[src/rtl/txb_pkg.sv]
package txb_pkg;
    typedef enum logic [2:0] {
        ST_IDLE = 3'b001,
        ST_WAIT = 3'b010,
        ST_ACK  = 3'b100
    } txb_state_e;

    localparam logic [2:0] OP_PUT_FULL   = 3'd0;
    localparam logic [2:0] OP_PUT_PART   = 3'd1;
    localparam logic [2:0] OP_ACCESS_ACK = 3'd0;
endpackage

[src/rtl/txb_decode.sv]
module txb_decode #(
    parameter int unsigned ADDR_W  = 8,
    parameter logic [ADDR_W-1:0] TX_ADDR = '0
) (
    input  logic [2:0]        opcode,
    input  logic [ADDR_W-1:0] addr,
    output logic              is_tx_put
);
    import txb_pkg::*;

    logic is_put;

    always_comb begin
        is_put    = (opcode == OP_PUT_FULL) || (opcode == OP_PUT_PART);
        is_tx_put = is_put && (addr == TX_ADDR);
    end
endmodule

[src/rtl/txb_fsm.sv]
module txb_fsm (
    input  logic clk,
    input  logic rst_n,
    input  logic a_valid,
    input  logic is_tx_put,
    input  logic tx_ready,
    input  logic d_ready,
    output logic st_idle,
    output logic st_wait,
    output logic st_ack,
    output logic accept
);
    import txb_pkg::*;

    txb_state_e state_q, state_d;

    always_comb begin
        state_d = state_q;
        accept  = 1'b0;
        unique case (state_q)
            ST_IDLE: begin
                if (a_valid) begin
                    accept  = 1'b1;
                    state_d = is_tx_put ? ST_WAIT : ST_ACK;
                end
            end
            ST_WAIT: if (tx_ready) state_d = ST_ACK;
            ST_ACK:  if (d_ready)  state_d = ST_IDLE;
            default: state_d = ST_IDLE;
        endcase
    end

    always_ff @(posedge clk or negedge rst_n) begin
        if (!rst_n) state_q <= ST_IDLE;
        else        state_q <= state_d;
    end

    assign st_idle = state_q[0];
    assign st_wait = state_q[1];
    assign st_ack  = state_q[2];

    assert_onehot_R9: assert property (@(posedge clk) disable iff (!rst_n)
        $countones(state_q) == 1);

    assert_accept_leaves_idle_R2: assert property (@(posedge clk) disable iff (!rst_n)
        (a_valid && st_idle) |=> !st_idle);

    assert_wait_to_ack_R5: assert property (@(posedge clk) disable iff (!rst_n)
        (st_wait && tx_ready) |=> (st_ack && !st_wait));

    assert_ack_to_idle_R6: assert property (@(posedge clk) disable iff (!rst_n)
        (st_ack && d_ready) |=> st_idle);

    assert_ack_hold_R6: assert property (@(posedge clk) disable iff (!rst_n)
        (st_ack && !d_ready) |=> st_ack);
endmodule

[src/rtl/txb_req_hold.sv]
module txb_req_hold #(
    parameter int unsigned DATA_W = 8,
    parameter int unsigned SRC_W  = 4,
    parameter int unsigned SZ_W   = 2
) (
    input  logic              clk,
    input  logic              rst_n,
    input  logic              load,
    input  logic [DATA_W-1:0] in_data,
    input  logic [SRC_W-1:0]  in_source,
    input  logic [SZ_W-1:0]   in_size,
    output logic [DATA_W-1:0] out_data,
    output logic [SRC_W-1:0]  out_source,
    output logic [SZ_W-1:0]   out_size
);
    typedef struct packed {
        logic [DATA_W-1:0] data;
        logic [SRC_W-1:0]  source;
        logic [SZ_W-1:0]   size;
    } held_t;

    held_t held_q, held_d;

    always_comb begin
        held_d = held_q;
        if (load) begin
            held_d.data   = in_data;
            held_d.source = in_source;
            held_d.size   = in_size;
        end
    end

    always_ff @(posedge clk or negedge rst_n) begin
        if (!rst_n) held_q <= '0;
        else        held_q <= held_d;
    end

    assign out_data   = held_q.data;
    assign out_source = held_q.source;
    assign out_size   = held_q.size;

    assert_hold_when_idle_load_R8: assert property (@(posedge clk) disable iff (!rst_n)
        !load |=> ($stable(out_data) && $stable(out_source) && $stable(out_size)));
endmodule

[src/rtl/txreg_bridge.sv]
module txreg_bridge #(
    parameter int unsigned ADDR_W  = 8,
    parameter int unsigned DATA_W  = 8,
    parameter int unsigned SRC_W   = 4,
    parameter int unsigned SZ_W    = 2,
    parameter logic [ADDR_W-1:0] TX_ADDR = 8'h04
) (
    input  logic              clk,
    input  logic              rst_n,
    input  logic              a_valid,
    output logic              a_ready,
    input  logic [2:0]        a_opcode,
    input  logic [ADDR_W-1:0] a_addr,
    input  logic [DATA_W-1:0] a_data,
    input  logic [SRC_W-1:0]  a_source,
    input  logic [SZ_W-1:0]   a_size,
    output logic              d_valid,
    input  logic              d_ready,
    output logic [2:0]        d_opcode,
    output logic [SRC_W-1:0]  d_source,
    output logic [SZ_W-1:0]   d_size,
    output logic              tx_valid,
    input  logic              tx_ready,
    output logic [DATA_W-1:0] tx_data
);
    import txb_pkg::*;

    logic is_tx_put;
    logic st_idle, st_wait, st_ack, accept;

    txb_decode #(.ADDR_W(ADDR_W), .TX_ADDR(TX_ADDR)) u_dec (
        .opcode    (a_opcode),
        .addr      (a_addr),
        .is_tx_put (is_tx_put)
    );

    txb_fsm u_fsm (
        .clk       (clk),
        .rst_n     (rst_n),
        .a_valid   (a_valid),
        .is_tx_put (is_tx_put),
        .tx_ready  (tx_ready),
        .d_ready   (d_ready),
        .st_idle   (st_idle),
        .st_wait   (st_wait),
        .st_ack    (st_ack),
        .accept    (accept)
    );

    txb_req_hold #(.DATA_W(DATA_W), .SRC_W(SRC_W), .SZ_W(SZ_W)) u_hold (
        .clk        (clk),
        .rst_n      (rst_n),
        .load       (accept),
        .in_data    (a_data),
        .in_source  (a_source),
        .in_size    (a_size),
        .out_data   (tx_data),
        .out_source (d_source),
        .out_size   (d_size)
    );

    assign a_ready  = st_idle;
    assign tx_valid = st_wait;
    assign d_valid  = st_ack;
    assign d_opcode = OP_ACCESS_ACK;

    assert_tx_hold_R5: assert property (@(posedge clk) disable iff (!rst_n)
        (tx_valid && !tx_ready) |=> (tx_valid && $stable(tx_data)));

    assert_d_fields_stable_R7: assert property (@(posedge clk) disable iff (!rst_n)
        (d_valid && !d_ready) |=> (d_valid && $stable(d_source) && $stable(d_size)));

    assert_tx_put_route_R3: assert property (@(posedge clk) disable iff (!rst_n)
        (a_valid && a_ready && is_tx_put) |=> (tx_valid && !d_valid));

    assert_other_route_R4: assert property (@(posedge clk) disable iff (!rst_n)
        (a_valid && a_ready && !is_tx_put) |=> (d_valid && !tx_valid));
endmodule

[config.mk]
export PLATFORM = sky130hd
export DESIGN_NAME = txreg_bridge
export DESIGN_NICKNAME = d
export VERILOG_FILES = /design/src/rtl/txb_pkg.sv /design/src/rtl/txb_decode.sv /design/src/rtl/txb_fsm.sv /design/src/rtl/txb_req_hold.sv /design/src/rtl/txreg_bridge.sv
export SDC_FILE = /design/constraint.sdc
export NUM_CORES = 1
export LEC_CHECK = 0
export BUFFER_PORTS_ARGS = -buffer_cell sky130_fd_sc_hd__buf_2
export CELL_PAD_IN_SITES_DETAIL_PLACEMENT = 2
export CELL_PAD_IN_SITES_GLOBAL_PLACEMENT = 2
export CORE_MARGIN = 1
export CORE_UTILIZATION = 25
export DETAILED_ROUTE_END_ITERATION = 7
export PLACE_DENSITY_LB_ADDON = 0.1
export SYNTH_ARGS = -nofsm -noshare
export SYNTH_HDL_FRONTEND = slang
export SYNTH_HIERARCHICAL = 1
export SYNTH_SLANG_ARGS = --single-unit
[constraint.sdc]
create_clock -name clk -period 4.2 [get_ports clk]
set_input_delay 0.42 -clock clk [delete_from_list [all_inputs] [get_ports clk]]
set_output_delay 0.42 -clock clk [all_outputs]
set_load 0.01 [all_outputs]
Word level (Yosys, flattened, before mapping)

Index checks and enable logic that the tools add are counted.

Register bits: 17
Input port bits: 30
Word-level logic and storage cells: 23

Equality and inequality tests: 8
Multiplexer cells: 7
Reductions and logical operators: 4

Operators with widths:

| operator           | number |
|---|---|
| $mux 3             | 4 |
| $pmux 3 s3         | 1 |
| $eq 8x3->1 const B | 1 |
| $eq 3x1->1 const B | 2 |
| $ne 2x2->1 const B | 3 |
| $eq 3x2->1 const B | 1 |
| $eq 3x3->1 const B | 1 |
| $logic_not 3->1    | 1 |
| $reduce_and 3->1   | 1 |
| $mux 1             | 2 |
| $logic_and 1x1->1  | 1 |
| $logic_or 1x1->1   | 1 |

Logic depth before layout (Yosys ltp)

Depth after elaboration: 6
Gate-level depth with buffers: 4
Depth with buffers taken out: 4

Modules after synthesis

Netlist, hierarchy kept.

Modules (own cells, without submodules):

| module       | instances | cells each | area an instance (sq um) | seq. area each (sq um) |
|---|---|---|---|---|
| txb_req_hold | 1         | 29         | 519.2                    | 350.3 |
| txb_fsm      | 1         | 17         | 180.2                    | 76.3 |
| txb_decode   | 1         | 3          | 30.0                     | 0.0 |
| txreg_bridge | 1         | 4          | 26.3                     | 0.0 |

Worst setup path before layout

OpenSTA, ideal clock, no wires.

Kind: register -> register
Start: reg u_fsm.state_q[0]
End: reg u_hold.held_q (netlist bit u_hold/out_data[0])
Setup time: 0.125 ns
Data arrival time: 1.937 ns
Required time: 4.075 ns
Setup slack: 2.139 ns
Cell stages (with the launch flop): 5
Path buffers: 1
Clock period less this slack: 2.061 ns
Path through: dfstp_2 inv_1 nor4b_1 buf_6 mux2_2

Word-level cells in the longest chain between the ends: 2

RTL lines:

| item                     | line               | RTL |
|---|---|---|
| start: declaration       | txb_fsm.sv:15      | `txb_state_e state_q, state_d;` |
| start signal: assignment | txb_fsm.sv:35      | `else state_q <= state_d;` |
| $eq 3x1->1               | txb_fsm.sv:20      | `unique case (state_q)` |
| $mux 1                   | txb_fsm.sv:20      |  |
| named net accept         | txreg_bridge.sv:29 | `logic st_idle, st_wait, st_ack, accept;` |
| end signal: assignment   | txb_req_hold.sv:35 | `else held_q <= held_d;` |
| end: declaration         | txb_req_hold.sv:22 | `held_t held_q, held_d;` |

The timed path passes the listed nets, and every way through them passes these cells.
A chain may end at the register's enable or synchronous reset.

Worst setup path in the final report

Start: reg u_fsm.state_q[0]
End: reg u_hold.held_q (netlist bit u_hold/out_source[2])

Same word-level chain as after synthesis.

==> metrics.md <==
| Metric | Value |
|---|---|
| Syn Inst Count | 53 |
| Synth Register Bits | 17 |
| Nets | 132 |
| H-tree depth | 1 |
| Post-CTS Setup Inserts | 0 |
| R2R cell count | 4 |
| Slowest cell on crit path | dfstp_2 |
| Layout cells sized above 1 | 0.6733 |
| FF-to-FF End | u_hold/out_source[2] |
| Adder-cell share of the synthesized area | 0 |
| DR WL met2 | 918 um |
| Via Count | 617 |
| Final HPWL DP | 1386 um |
| Crit. Startpoint | u_fsm/state_q[0] |
| DIE AREA | 0.003247 mm2 |
| Crit path buf inv count | 2 |
| Post-layout minimum cycle time | 1663 ps |
| Slew Limit Fails | 0 |
| Syn avg cell area | 14.26 um2 |
| Cell-internal power | 431.6 uW |
| Worst setup margin | 2537 ps |
| Sequential Power Share | 0.452 |
| Largest family of logic cells by synthesized area | multiplexers |
| PostCTS Resize Cnt | 0 |
| Routed wl met3 | 106 um |
| Max Cap Viol | 0 |
| Crit Reg-Reg Startpoint | u_fsm/state_q[0] |
| CP startpoint kind | flip-flop |
| RSZ-0062 raised after global routing | false |
| Drt first pass iters | 5 |
| Routed WL | 1717 um |
| Critical path class | reg -> reg |
| Die Span X | 56.98 um |
| Final setup skew | 4.573 ps |
| Area growth syn-to-layout | 36.92% |
| NetSw | 220.0 uW |
| Largest net degree at the start of global routing | 18 |
| Largest cells by area after synthesis | dfrtp_1, mux2_2, dfstp_2 |
| Post-Place Cells | 128 |
| Worst Path Max Fanout | 14 |
| Rows | 19 |
| Vias in the first global route | 649 |
| CTS tree | yes |
| Number of nets with antenna violations after routing | 0 |
| Worst EP required | 4370 ps |
| Simple-gate share of the synthesized area | 0.1225 |
| LEAKAGE | 0.0004978 uW |
| Core ar. | 0.002805 mm2 |
| Post-Place Setup Slack | 2259 ps |
| DRT iter0 DRCs | 11 |
| # hold bufs at CTS | 0 |
| Post-Layout Cell Count | 132 |
| Syn Std Cell Area | 755.7 um2 |
| Top sig layer | met4 |
| Clock group share of total power | 0.130 |
| Remaining Overflow, GRT | 0 |
| Layout fillers | 317 |
| Initial core utilization | 0.2694 |
| First-pass GRT wire length | 2918 um |
| Power Total | 651.7 uW |
| VDD IR max | 0.3090 mV |
| Synth Area in Compound Gates | 0.04967 |
| Violated checks | DRC |
| I/O pins | 50 |
| Sequential-to-total area share from yosys stat | 0.5646 |
| Comb power frac | 0.418 |
| Root buf cell | clkbuf_4 |
| Mux cell area share after synthesis | 0.2086 |
| Met1 WL | 676 um |
| CTS buffer count | 3 |
| Yosys warns | 6 |
| Sw Share | 0.3377 |
| CTS max path bufs | 2 |
| Routed len/inst | 13.01 um |
| Global router's overall resource usage | 0.1166 |
| Reg-to-reg slack, setup | 2540 ps |
| Post-Synth XOR/XNOR Area | 0 |
| Share of the synthesized area in the top cell type | 0.5298 |
| DRC viols | 2 |
| Final Cycle Share | 0.3959 |
| Status | finished, violations left |
| Hold Crit Class | in -> async |
| ANT cells | 0 |
| Kind of cell adding the most delay to the critical path | flip-flops |
| Clk_lat worst skew | 280 ps |
| Yosys cell types | 21 |
| Power per cell area | 629.8 mW/mm2 |
| Hold Fails Final Rpt | 0 |
| Worst-path cell chain | inv_1 > nor4b_2 > buf_4 > mux2_2 |
| Placer's final routability congestion estimate | 0.6545 |
| Hold Slack | 32.25 ps |
| # clock sinks | 17 |
| IO buf count | 45 |
| Setup TNS | 0 ps |
| Die height | 56.98 um |
| Initial antenna violation count | 0 |
| Crit end category | flip-flop |
| Leading area contributor after synthesis | dfrtp_1 |
| Endpoints failing setup | 0 |
| Clock Pin Slew Worst Setup and Hold Paths | 100 ps |
| Worst path max stage delay | 600 ps |
| Post-DR vias/cell | 4.674 |
| Max frequency | 601.5 MHz |
| Worst EP arrival | 1840 ps |
==> synth_stat cells <==
cell type   n
nor4b_1     2
buf_6       1
nor2_1      1
a21oi_1     2
o32a_1      1
nand3b_1    1
or4b_1      1
a2111oi_0   1
nor4_2      1
conb_1      1
or4_1       1
inv_1       1
or3b_1      1
mux2_2     14
dfrtp_1    16
buf_4       3
nand4b_1    1
o31a_1      1
dfstp_2     1
or3b_2      1
nor3b_1     1
==> flip-flops by register name, summed over array words and instances, names as in the netlist <==
signal,count
u_fsm/state_q,3
u_hold/out_data,8
u_hold/out_size,2
u_hold/out_source,4
==> per-stage QoR <==
stage                     utilization  area [um2]
final                          0.3689        1035
after global routing           0.3689        1035
after CTS                      0.3689        1035
after detailed placement       0.3591        1007
after global placement         0.3591        1007
after floorplan                     -       763.2
==> how the worst max path moves through the flow <==
stage | end | slack, ps | cells after the start
2_1_floorplan | u_hold/out_data[0] | 2140 | 4
3_3_place_gp | u_fsm/state_q[2] | 2290 | 5
3_5_place_dp | u_fsm/state_q[2] | 2260 | 5
4_1_cts | u_hold/out_source[2] | 2510 | 4
5_1_grt | u_hold/out_source[2] | 2420 | 4
6_report | u_hold/out_source[2] | 2540 | 4
==> cells by family after synthesis <==
kind of cell / after synthesis
simple gates: 11
compound gates: 5
buf+inv: 5
other cells: 1
flops: 17
mux: 14
==> layout by cell type (no fill, tap or decap), drive strengths merged, types with 2 or more instances in the layout <==
master / instances
buf: 46
dfrtp: 16
mux2: 14
conb: 3
clkbuf: 3
a21oi: 2
nor4b: 2
or3b: 2
==> power by group through the flow <==
stage	combinational [uW]	sequential, uW	clock (uW)
after floorplan	127	332	0
after global placement	274	295	0
after detailed placement	279	300	0
after CTS	279	297	90.1
after global routing	299	306	95.9
final	272	294	85.0
==> final cells by class <==
type,count,area (um2),area share
clock inverter,1,5.005,0.004837
timing repair buffer,46,232.7,0.2249
clock buffer,3,22.52,0.02177
sequential,17,426.7,0.4123
tap,31,38.79,0.03748
multi-input combinational,33,305.3,0.2950
inverter,1,3.754,0.003628
==> layer usage <==
metal  up-vias  global-route usage
met5         -                   0
met4         0             0.05226
met3         2             0.02268
met2        22              0.2067
met1       306              0.1364
li1        287                   -
Power figures use the tool's default switching activity.
